**src/rtl/fsc_pkg.sv**
```systemverilog
package fsc_pkg;
  typedef enum logic {
    SLOPE_NORMAL = 1'b0,
    SLOPE_FAST   = 1'b1
  } slope_e;

  function automatic slope_e strap_to_slope(input logic strap);
    return strap ? SLOPE_NORMAL : SLOPE_FAST;
  endfunction
endpackage

```
**src/rtl/fsc_sync.sv**
```systemverilog
module fsc_sync #(
  parameter int unsigned STAGES  = 2,
  parameter logic        RST_VAL = 1'b1
) (
  input  logic clk_i,
  input  logic rst_ni,
  input  logic d_i,
  output logic q_o
);
  logic [STAGES-1:0] pipe_q;

  always_ff @(posedge clk_i or negedge rst_ni) begin
    if (!rst_ni) pipe_q <= {STAGES{RST_VAL}};
    else         pipe_q <= {pipe_q[STAGES-2:0], d_i};
  end

  assign q_o = pipe_q[STAGES-1];
endmodule

```
**src/rtl/fsc_strap_latch.sv**
```systemverilog
module fsc_strap_latch
  import fsc_pkg::*;
#(
  parameter int unsigned SETTLE_CYCLES = 64
) (
  input  logic clk_i,
  input  logic rst_ni,
  input  logic reg_stable_i,
  input  logic pin_i,
  output logic done_o,
  output logic slope_fast_o
);
  localparam int unsigned CW = (SETTLE_CYCLES > 1) ? $clog2(SETTLE_CYCLES) : 1;
  localparam logic [CW-1:0] LAST = CW'(SETTLE_CYCLES - 1);

  logic [CW-1:0] cnt_q;
  logic          done_q;
  slope_e        slope_q;

  always_ff @(posedge clk_i or negedge rst_ni) begin
    if (!rst_ni) begin
      cnt_q   <= '0;
      done_q  <= 1'b0;
      slope_q <= SLOPE_NORMAL;
    end else if (!done_q) begin
      if (!reg_stable_i) begin
        cnt_q <= '0;
      end else if (cnt_q == LAST) begin
        done_q  <= 1'b1;
        slope_q <= strap_to_slope(pin_i);
      end else begin
        cnt_q <= cnt_q + 1'b1;
      end
    end
  end

  assign done_o       = done_q;
  assign slope_fast_o = (slope_q == SLOPE_FAST);
endmodule

```
**src/rtl/fsc_fault_gen.sv**
```systemverilog
module fsc_fault_gen #(
  parameter int unsigned MASK_CYCLES = 2
) (
  input  logic clk_i,
  input  logic rst_ni,
  input  logic tx_i,
  input  logic rx_sync_i,
  input  logic thermal_i,
  output logic healthy_o,
  output logic tx_shutdown_o
);
  logic mismatch;
  logic qualified;
  logic healthy_q;
  logic shut_q;

  assign mismatch = tx_i ^ rx_sync_i;

  // Mask: mismatch must persist MASK_CYCLES prior cycles before it counts
  generate
    if (MASK_CYCLES == 0) begin : g_nomask
      assign qualified = mismatch;
    end else begin : g_mask
      localparam int unsigned MW = $clog2(MASK_CYCLES + 1);
      localparam logic [MW-1:0] LIM = MW'(MASK_CYCLES);
      logic [MW-1:0] run_q;

      always_ff @(posedge clk_i or negedge rst_ni) begin
        if (!rst_ni)            run_q <= '0;
        else if (!mismatch)     run_q <= '0;
        else if (run_q != LIM)  run_q <= run_q + 1'b1;
      end

      assign qualified = mismatch && (run_q == LIM);
    end
  endgenerate

  always_ff @(posedge clk_i or negedge rst_ni) begin
    if (!rst_ni) begin
      healthy_q <= 1'b1;
      shut_q    <= 1'b0;
    end else begin
      healthy_q <= !(thermal_i || qualified);
      shut_q    <= thermal_i && (shut_q || !tx_i);
    end
  end

  assign healthy_o     = healthy_q;
  assign tx_shutdown_o = shut_q;
endmodule

```
**src/rtl/fault_slope_ctrl.sv**
```systemverilog
module fault_slope_ctrl #(
  parameter int unsigned SETTLE_CYCLES = 64,
  parameter int unsigned MASK_CYCLES   = 2,
  parameter int unsigned SYNC_STAGES   = 2
) (
  input  logic clk_i,
  input  logic rst_ni,
  input  logic reg_stable_i,
  input  logic pin_i,
  input  logic tx_i,
  input  logic rx_i,
  input  logic thermal_i,
  output logic pin_o,
  output logic pin_oe_o,
  output logic slope_fast_o,
  output logic tx_shutdown_o
);
  logic rx_sync;

  fsc_sync #(.STAGES(SYNC_STAGES), .RST_VAL(1'b1)) u_rx_sync (
    .clk_i (clk_i),
    .rst_ni(rst_ni),
    .d_i   (rx_i),
    .q_o   (rx_sync)
  );

  fsc_strap_latch #(.SETTLE_CYCLES(SETTLE_CYCLES)) u_strap (
    .clk_i       (clk_i),
    .rst_ni      (rst_ni),
    .reg_stable_i(reg_stable_i),
    .pin_i       (pin_i),
    .done_o      (pin_oe_o),
    .slope_fast_o(slope_fast_o)
  );

  fsc_fault_gen #(.MASK_CYCLES(MASK_CYCLES)) u_fault (
    .clk_i        (clk_i),
    .rst_ni       (rst_ni),
    .tx_i         (tx_i),
    .rx_sync_i    (rx_sync),
    .thermal_i    (thermal_i),
    .healthy_o    (pin_o),
    .tx_shutdown_o(tx_shutdown_o)
  );
endmodule

```
**config.mk**
```make
export PLATFORM = sky130hd
export DESIGN_NAME = fault_slope_ctrl
export DESIGN_NICKNAME = d
export VERILOG_FILES = /design/src/rtl/fsc_pkg.sv /design/src/rtl/fsc_sync.sv /design/src/rtl/fsc_strap_latch.sv /design/src/rtl/fsc_fault_gen.sv /design/src/rtl/fault_slope_ctrl.sv
export SDC_FILE = /design/constraint.sdc
export NUM_CORES = 1
export LEC_CHECK = 0
export CORE_AREA = 3 3 40 42
export DETAILED_ROUTE_END_ITERATION = 12
export DIE_AREA = 0 0 43 45
export DONT_BUFFER_PORTS = 1
export MAX_ROUTING_LAYER = met4
export PLACE_DENSITY = 0.72
export SETUP_SLACK_MARGIN = 0.1
export SYNTH_ARGS = -nofsm -noshare
export SYNTH_HDL_FRONTEND = slang
export SYNTH_SLANG_ARGS = --single-unit
export TNS_END_PERCENT = 10
```
**constraint.sdc**
```tcl
create_clock -name clk_i -period 3 [get_ports clk_i]
set_input_delay 0.45 -clock clk_i [delete_from_list [all_inputs] [get_ports clk_i]]
set_output_delay 0.45 -clock clk_i [all_outputs]
set_load 0.01 [all_outputs]
```
# ---- After elaboration in Yosys (flattened, before gate mapping)
# Cells that the tools add are included.
dict set report classes {
  bitwise 2
  eq_ne 5
  reduce_logical 8
  add_sub_neg 2
  mux 8
}
# operator n
set ops {}
lappend ops {{$mux 6} 2}
lappend ops {{$add 6x1->6 const B} 1}
lappend ops {{$eq 6x6->1 const B} 1}
lappend ops {{$ne 2x2->1 const B} 3}
lappend ops {{$mux 1} 4}
lappend ops {{$mux 2} 2}
lappend ops {{$reduce_and 3->1} 1}
lappend ops {{$add 2x1->2 const B} 1}
lappend ops {{$eq 2x2->1 const B} 1}
lappend ops {{$logic_and 1x1->1} 2}
lappend ops {{$logic_not 1->1} 2}
lappend ops {{$logic_or 1x1->1} 2}
lappend ops {{$reduce_and 2->1} 1}
lappend ops {{$not 1->1} 1}
lappend ops {{$xor 1x1->1} 1}
dict set report totals {
  register_bits 14
  elab_cells 32
  out_inout_bits 4
}

# ---- Depth between registers and ports, before layout
dict set report depth {
  word_depth 4
  mapped_depth 5
  depth_no_buf 5
}

# ---- Modules after synthesis
# A second synthesis with hierarchy kept.
dict set report hier_totals {
  cells_unflattened 59
  hier_area_um2 654.4
}
# module instances area_per_inst_um2 cells_each
set modules_own_cells {}
lappend modules_own_cells {fsc_strap_latch 1 422.9 41}
lappend modules_own_cells {fsc_fault_gen 1 178.9 16}
lappend modules_own_cells {fsc_sync 1 52.6 2}

# ---- Worst setup path after synthesis
# No wires, ideal clock.
dict set report synth_timing {
  path_kind {register to register}
  startpoint {reg u_strap.cnt_q[0]}
  endpoint {reg u_strap.cnt_q[0]}
  required_time_ns 2.875
  arrival_time_ns 1.252
  period_less_slack_ns 1.377
  stages_incl_launch_ff 5
  slack_ns 1.623
  path_buffers 0
  cell_sequence {dfrtp_1 > ha_1 > nand3_2 > o21ai_4 > mux2_4}
}
dict set report synth_between {
  elab_chain_len 3
}
# element line_no
set synth_lines {}
lappend synth_lines {{start: declaration} fsc_strap_latch.sv:16} ;# logic [CW-1:0] cnt_q;
lappend synth_lines {{start signal: assignment} fsc_strap_latch.sv:32} ;# cnt_q <= cnt_q + 1'b1;
lappend synth_lines {{$add 6x1->6 / $eq 6x6->1 (equally long branches)} {fsc_strap_latch.sv:32, fsc_strap_latch.sv:28}}
lappend synth_lines {{$mux 6 / $ne 2x2->1 (equally long branches)} n/a}
lappend synth_lines {{$mux 6 / $reduce_and 2->1 (equally long branches)} n/a}
# Parallel ways exist; a longest one is shown, timed or not. The select of a mux whose other input is x is not followed.
# A chain may end at the register's enable or synchronous reset.

# ---- Final worst setup path
# Same ends and word-level chain as after synthesis.

==> results.toml <==
[finish]
finalInstanceArea_um2 = 707
antenna_cells = 0
final_core_utilization = 0.550
ff_latch_area_um2 = 354
final_nets = 71
synthToLayoutAreaGrowth_pct = 10.1
stdcell_count = 76
post_route_cells_drive_above_1_share = 0.180
multi_input_comb_area_um2 = 258
fillers = 113

[worst_setup_path]
worstSetupStartpointType = "flip-flop"
crit_path_end_kind = "flip-flop"
max_stage_delay_ns = 0.41
worstPathRequired_ns = 3.17
timing.critical_path.arrival_ns = 1.65
timing.critical_path.cells = "ha_1 > nand3_2 > o21ai_4 > mux2_4"
worst_case_reg_to_reg_path_depth = 4
path_max_fanout = 6
crit_path_top_delay_cell = "sky130_fd_sc_hd__dfrtp_1"
path_class = "reg -> reg"

[power]
static-leakage-power_nw = 0.336
power_per_cell_area_nw_per_um2 = 560
power_report.internal_total_mw = 0.300
clkPwrFrac = 0.335
power.combinational.fraction = 0.120
power.share.switching = 0.241
vdd_drop_max_mv = 0.316
power.sequential.fraction = 0.545
total_switching_power_mw = 0.0956

[timing]
clock.fmax_mhz = 676
worst_clock_skew_ns = 0.00161
period_share = 0.493
max_slew_margin = 0.598
final_hold_violation_count = 0
timing_worst_slew_pin_value_ns = 0.601
rsz_0062_raised_after_global_routing = "no"
hold_slack_ns = 0.164
final_max_slew_viol_count = 0
fin_crit_ns = 1.48
fin_setup_tns_ns = 0
number_of_failing_setup_endpoints_in_the_final_timing_report = 0

[status]
run_status = "completed"

[global_routing]
grt_max_degree = 15
grt.total_usage = 0.129
global_route_wire_length_before_repair_um = 1710
global_route_overflow = 0
first_global_vias = 389
grt_antenna_before_repair = 0

[yosys]
synth.net_count = 65
synth.yosys.seq_area_share = 0.552
predominant_post_synthesis_flop_cell = "sky130_fd_sc_hd__dfrtp_1"
yosys-top-cells-area = "sky130_fd_sc_hd__dfrtp_1, sky130_fd_sc_hd__dfstp_2, sky130_fd_sc_hd__inv_1"
syn_area_per_cell_um2 = 11.5
ys_ff_latch = 14
synthDistinctLibCells = 24
synth_edf_count = 0
postSynth.asyncResetShare = 1.00
synth_largest_area_cell = "sky130_fd_sc_hd__dfrtp_1"
synthDominantCellAreaShare = 0.429
synthCells = 56
post_synth_instance_area_um2 = 642
synth.cells.most_frequent = "sky130_fd_sc_hd__dfrtp_1, sky130_fd_sc_hd__inv_1, sky130_fd_sc_hd__nor2_1"
yosys_warnings = 0
synth.most_common_cell = "sky130_fd_sc_hd__dfrtp_1"

[floorplan]
fp-row-count = 13
initial_core_util = 0.500
fp.dieW_um = 43
dieHeight_um = 45
ios = 11
core_area_um2 = 1280
floorplan.die_area_um2 = 1940

[clock_tree]
clkSinkCount = 14
cts.htree.levels = 1
post-cts-setup-buffers = 0
cts_root_buf = "sky130_fd_sc_hd__clkbuf_4"
cts-buffers-inserted = 3
clock_tree_from_tritoncts = "yes"
cts.reportedPaths.clkPinSlew_ns = 0.08
insertion_delay_ns = 0.27
max_buffers_root_to_sink = 2

[min_path]
worstHoldPathCells = 0
timing.hold.worst.class = "in -> reg"

[routing]
drc_errors = 0
wirelength_um = 997
dr_total_vias = 426
vias_per_cell = 5.61
drt_pre_antenna_iters = 4
drtIter0Drc = 7
wire_per_inst_um = 13.1
antenna_left = 0

[placement]
instance_area_after_placement_um2 = 661
placedCellCount = 71
placement.io_buffers = 0
dpl.hpwl_um = 739
gp_congestion = 0.835

[job]
max_cap_violations = 0
flip-flops by register name (all words and copies together) (netlist names):
signal / count
u_rx_sync.pipe_q: 2
u_fault.tx_shutdown_o: 1
u_fault.healthy_o: 1
u_strap.done_o: 1
u_strap.cnt_q: 6
u_strap.slope_fast_o: 1
u_fault.g_mask.run_q: 2
layer usage:
layer,vias up,GRT usage,part of all wire
met4,0,0.108,0.034
li1,208,-,-
met3,4,0.0398,0.070
met5,-,-,0
met2,14,0.165,0.43
met1,200,0.163,0.46
cell usage in the layout (no fill, tap or decap):
master,count
sky130_fd_sc_hd__nor2_1,7
sky130_fd_sc_hd__o21ai_4,1
sky130_fd_sc_hd__inv_1,8
sky130_fd_sc_hd__xor2_1,1
sky130_fd_sc_hd__clkbuf_4,3
sky130_fd_sc_hd__o2bb2a_1,1
sky130_fd_sc_hd__nand3_2,1
sky130_fd_sc_hd__a21oi_1,3
sky130_fd_sc_hd__o211a_1,1
sky130_fd_sc_hd__nand2_1,1
sky130_fd_sc_hd__o31ai_1,2
sky130_fd_sc_hd__clkbuf_8,1
sky130_fd_sc_hd__mux2i_1,2
sky130_fd_sc_hd__o41ai_1,1
sky130_fd_sc_hd__a21boi_0,1
sky130_fd_sc_hd__ha_1,2
sky130_fd_sc_hd__dlygate4sd3_1,1
sky130_fd_sc_hd__dfrtp_1,11
sky130_fd_sc_hd__mux2_4,1
sky130_fd_sc_hd__nand3_1,2
sky130_fd_sc_hd__o2bb2ai_1,2
sky130_fd_sc_hd__dfstp_2,3
sky130_fd_sc_hd__nor3b_1,1
sky130_fd_sc_hd__a221o_2,1
sky130_fd_sc_hd__nor3_1,1
sky130_fd_sc_hd__xnor2_1,1
sky130_fd_sc_hd__nand4_1,1
critical path: cells and delay by family (launching register included):
kind                       cells  cell delay [ns]
AOI/OAI and AO/OA              1             0.27
DFF                            1             0.41
muxes                          1             0.32
adders and majority gates      1             0.21
and+or+nand+nor                1             0.16
final timing paths:
kind	from	end	slack (ns)
worst max-delay path	u_strap.cnt_q[0]	u_strap.cnt_q[0]	1.52
worst min-delay path	rx_i	u_rx_sync.pipe_q[0]	0.16
worst max register to register	u_strap.cnt_q[0]	u_strap.cnt_q[0]	1.52
worst min register to register	u_rx_sync.pipe_q[0]	u_rx_sync.pipe_q[1]	0.36
max in group asynchronous	rst_ni	u_fault.g_mask.run_q[0]	2.00
min in group asynchronous	rst_ni	u_strap.cnt_q[5]	0.62
cell type report:
| class | count | share of cell area |
|---|---|---|
| Multi-Input combinational cell | 34 | 0.365 |
| Timing Repair Buffer | 1 | 0.0142 |
| Tap cell | 15 | 0.0265 |
| Clock buffer | 4 | 0.0513 |
| Sequential cell | 14 | 0.501 |
| Inverter | 8 | 0.0425 |
repair_timing:
item	4_1_cts	5_1_grt
resized for setup	0	0
hold buffers	1	0
hold endpoints to repair	14	0
kinds of logic after synthesis:
group,synth area share
compound gates,0.173
xor+xnor,0.0273
fa+ha+maj,0.0390
buf+inv,0.0468
flops,0.552
mux,0.0546
simple gates,0.107
through the flow:
stage	total power, mW	worst slack (ns)
5_1_grt	0.417	1.40
4_1_cts	0.403	1.52
3_3_place_gp	0.260	1.54
6_report	0.396	1.52
3_5_place_dp	0.264	1.53
2_1_floorplan	0.255	1.62
power by group through the flow:
stage | clock network (mW) | logic (mW) | registers (mW)
floorplan | 0 | 0.0370 | 0.218
global placement | 0 | 0.0412 | 0.219
detailed placement | 0 | 0.0441 | 0.220
CTS | 0.138 | 0.0489 | 0.216
finish | 0.133 | 0.0474 | 0.216
global route | 0.147 | 0.0537 | 0.216
(Power assumes the default switching activity.)
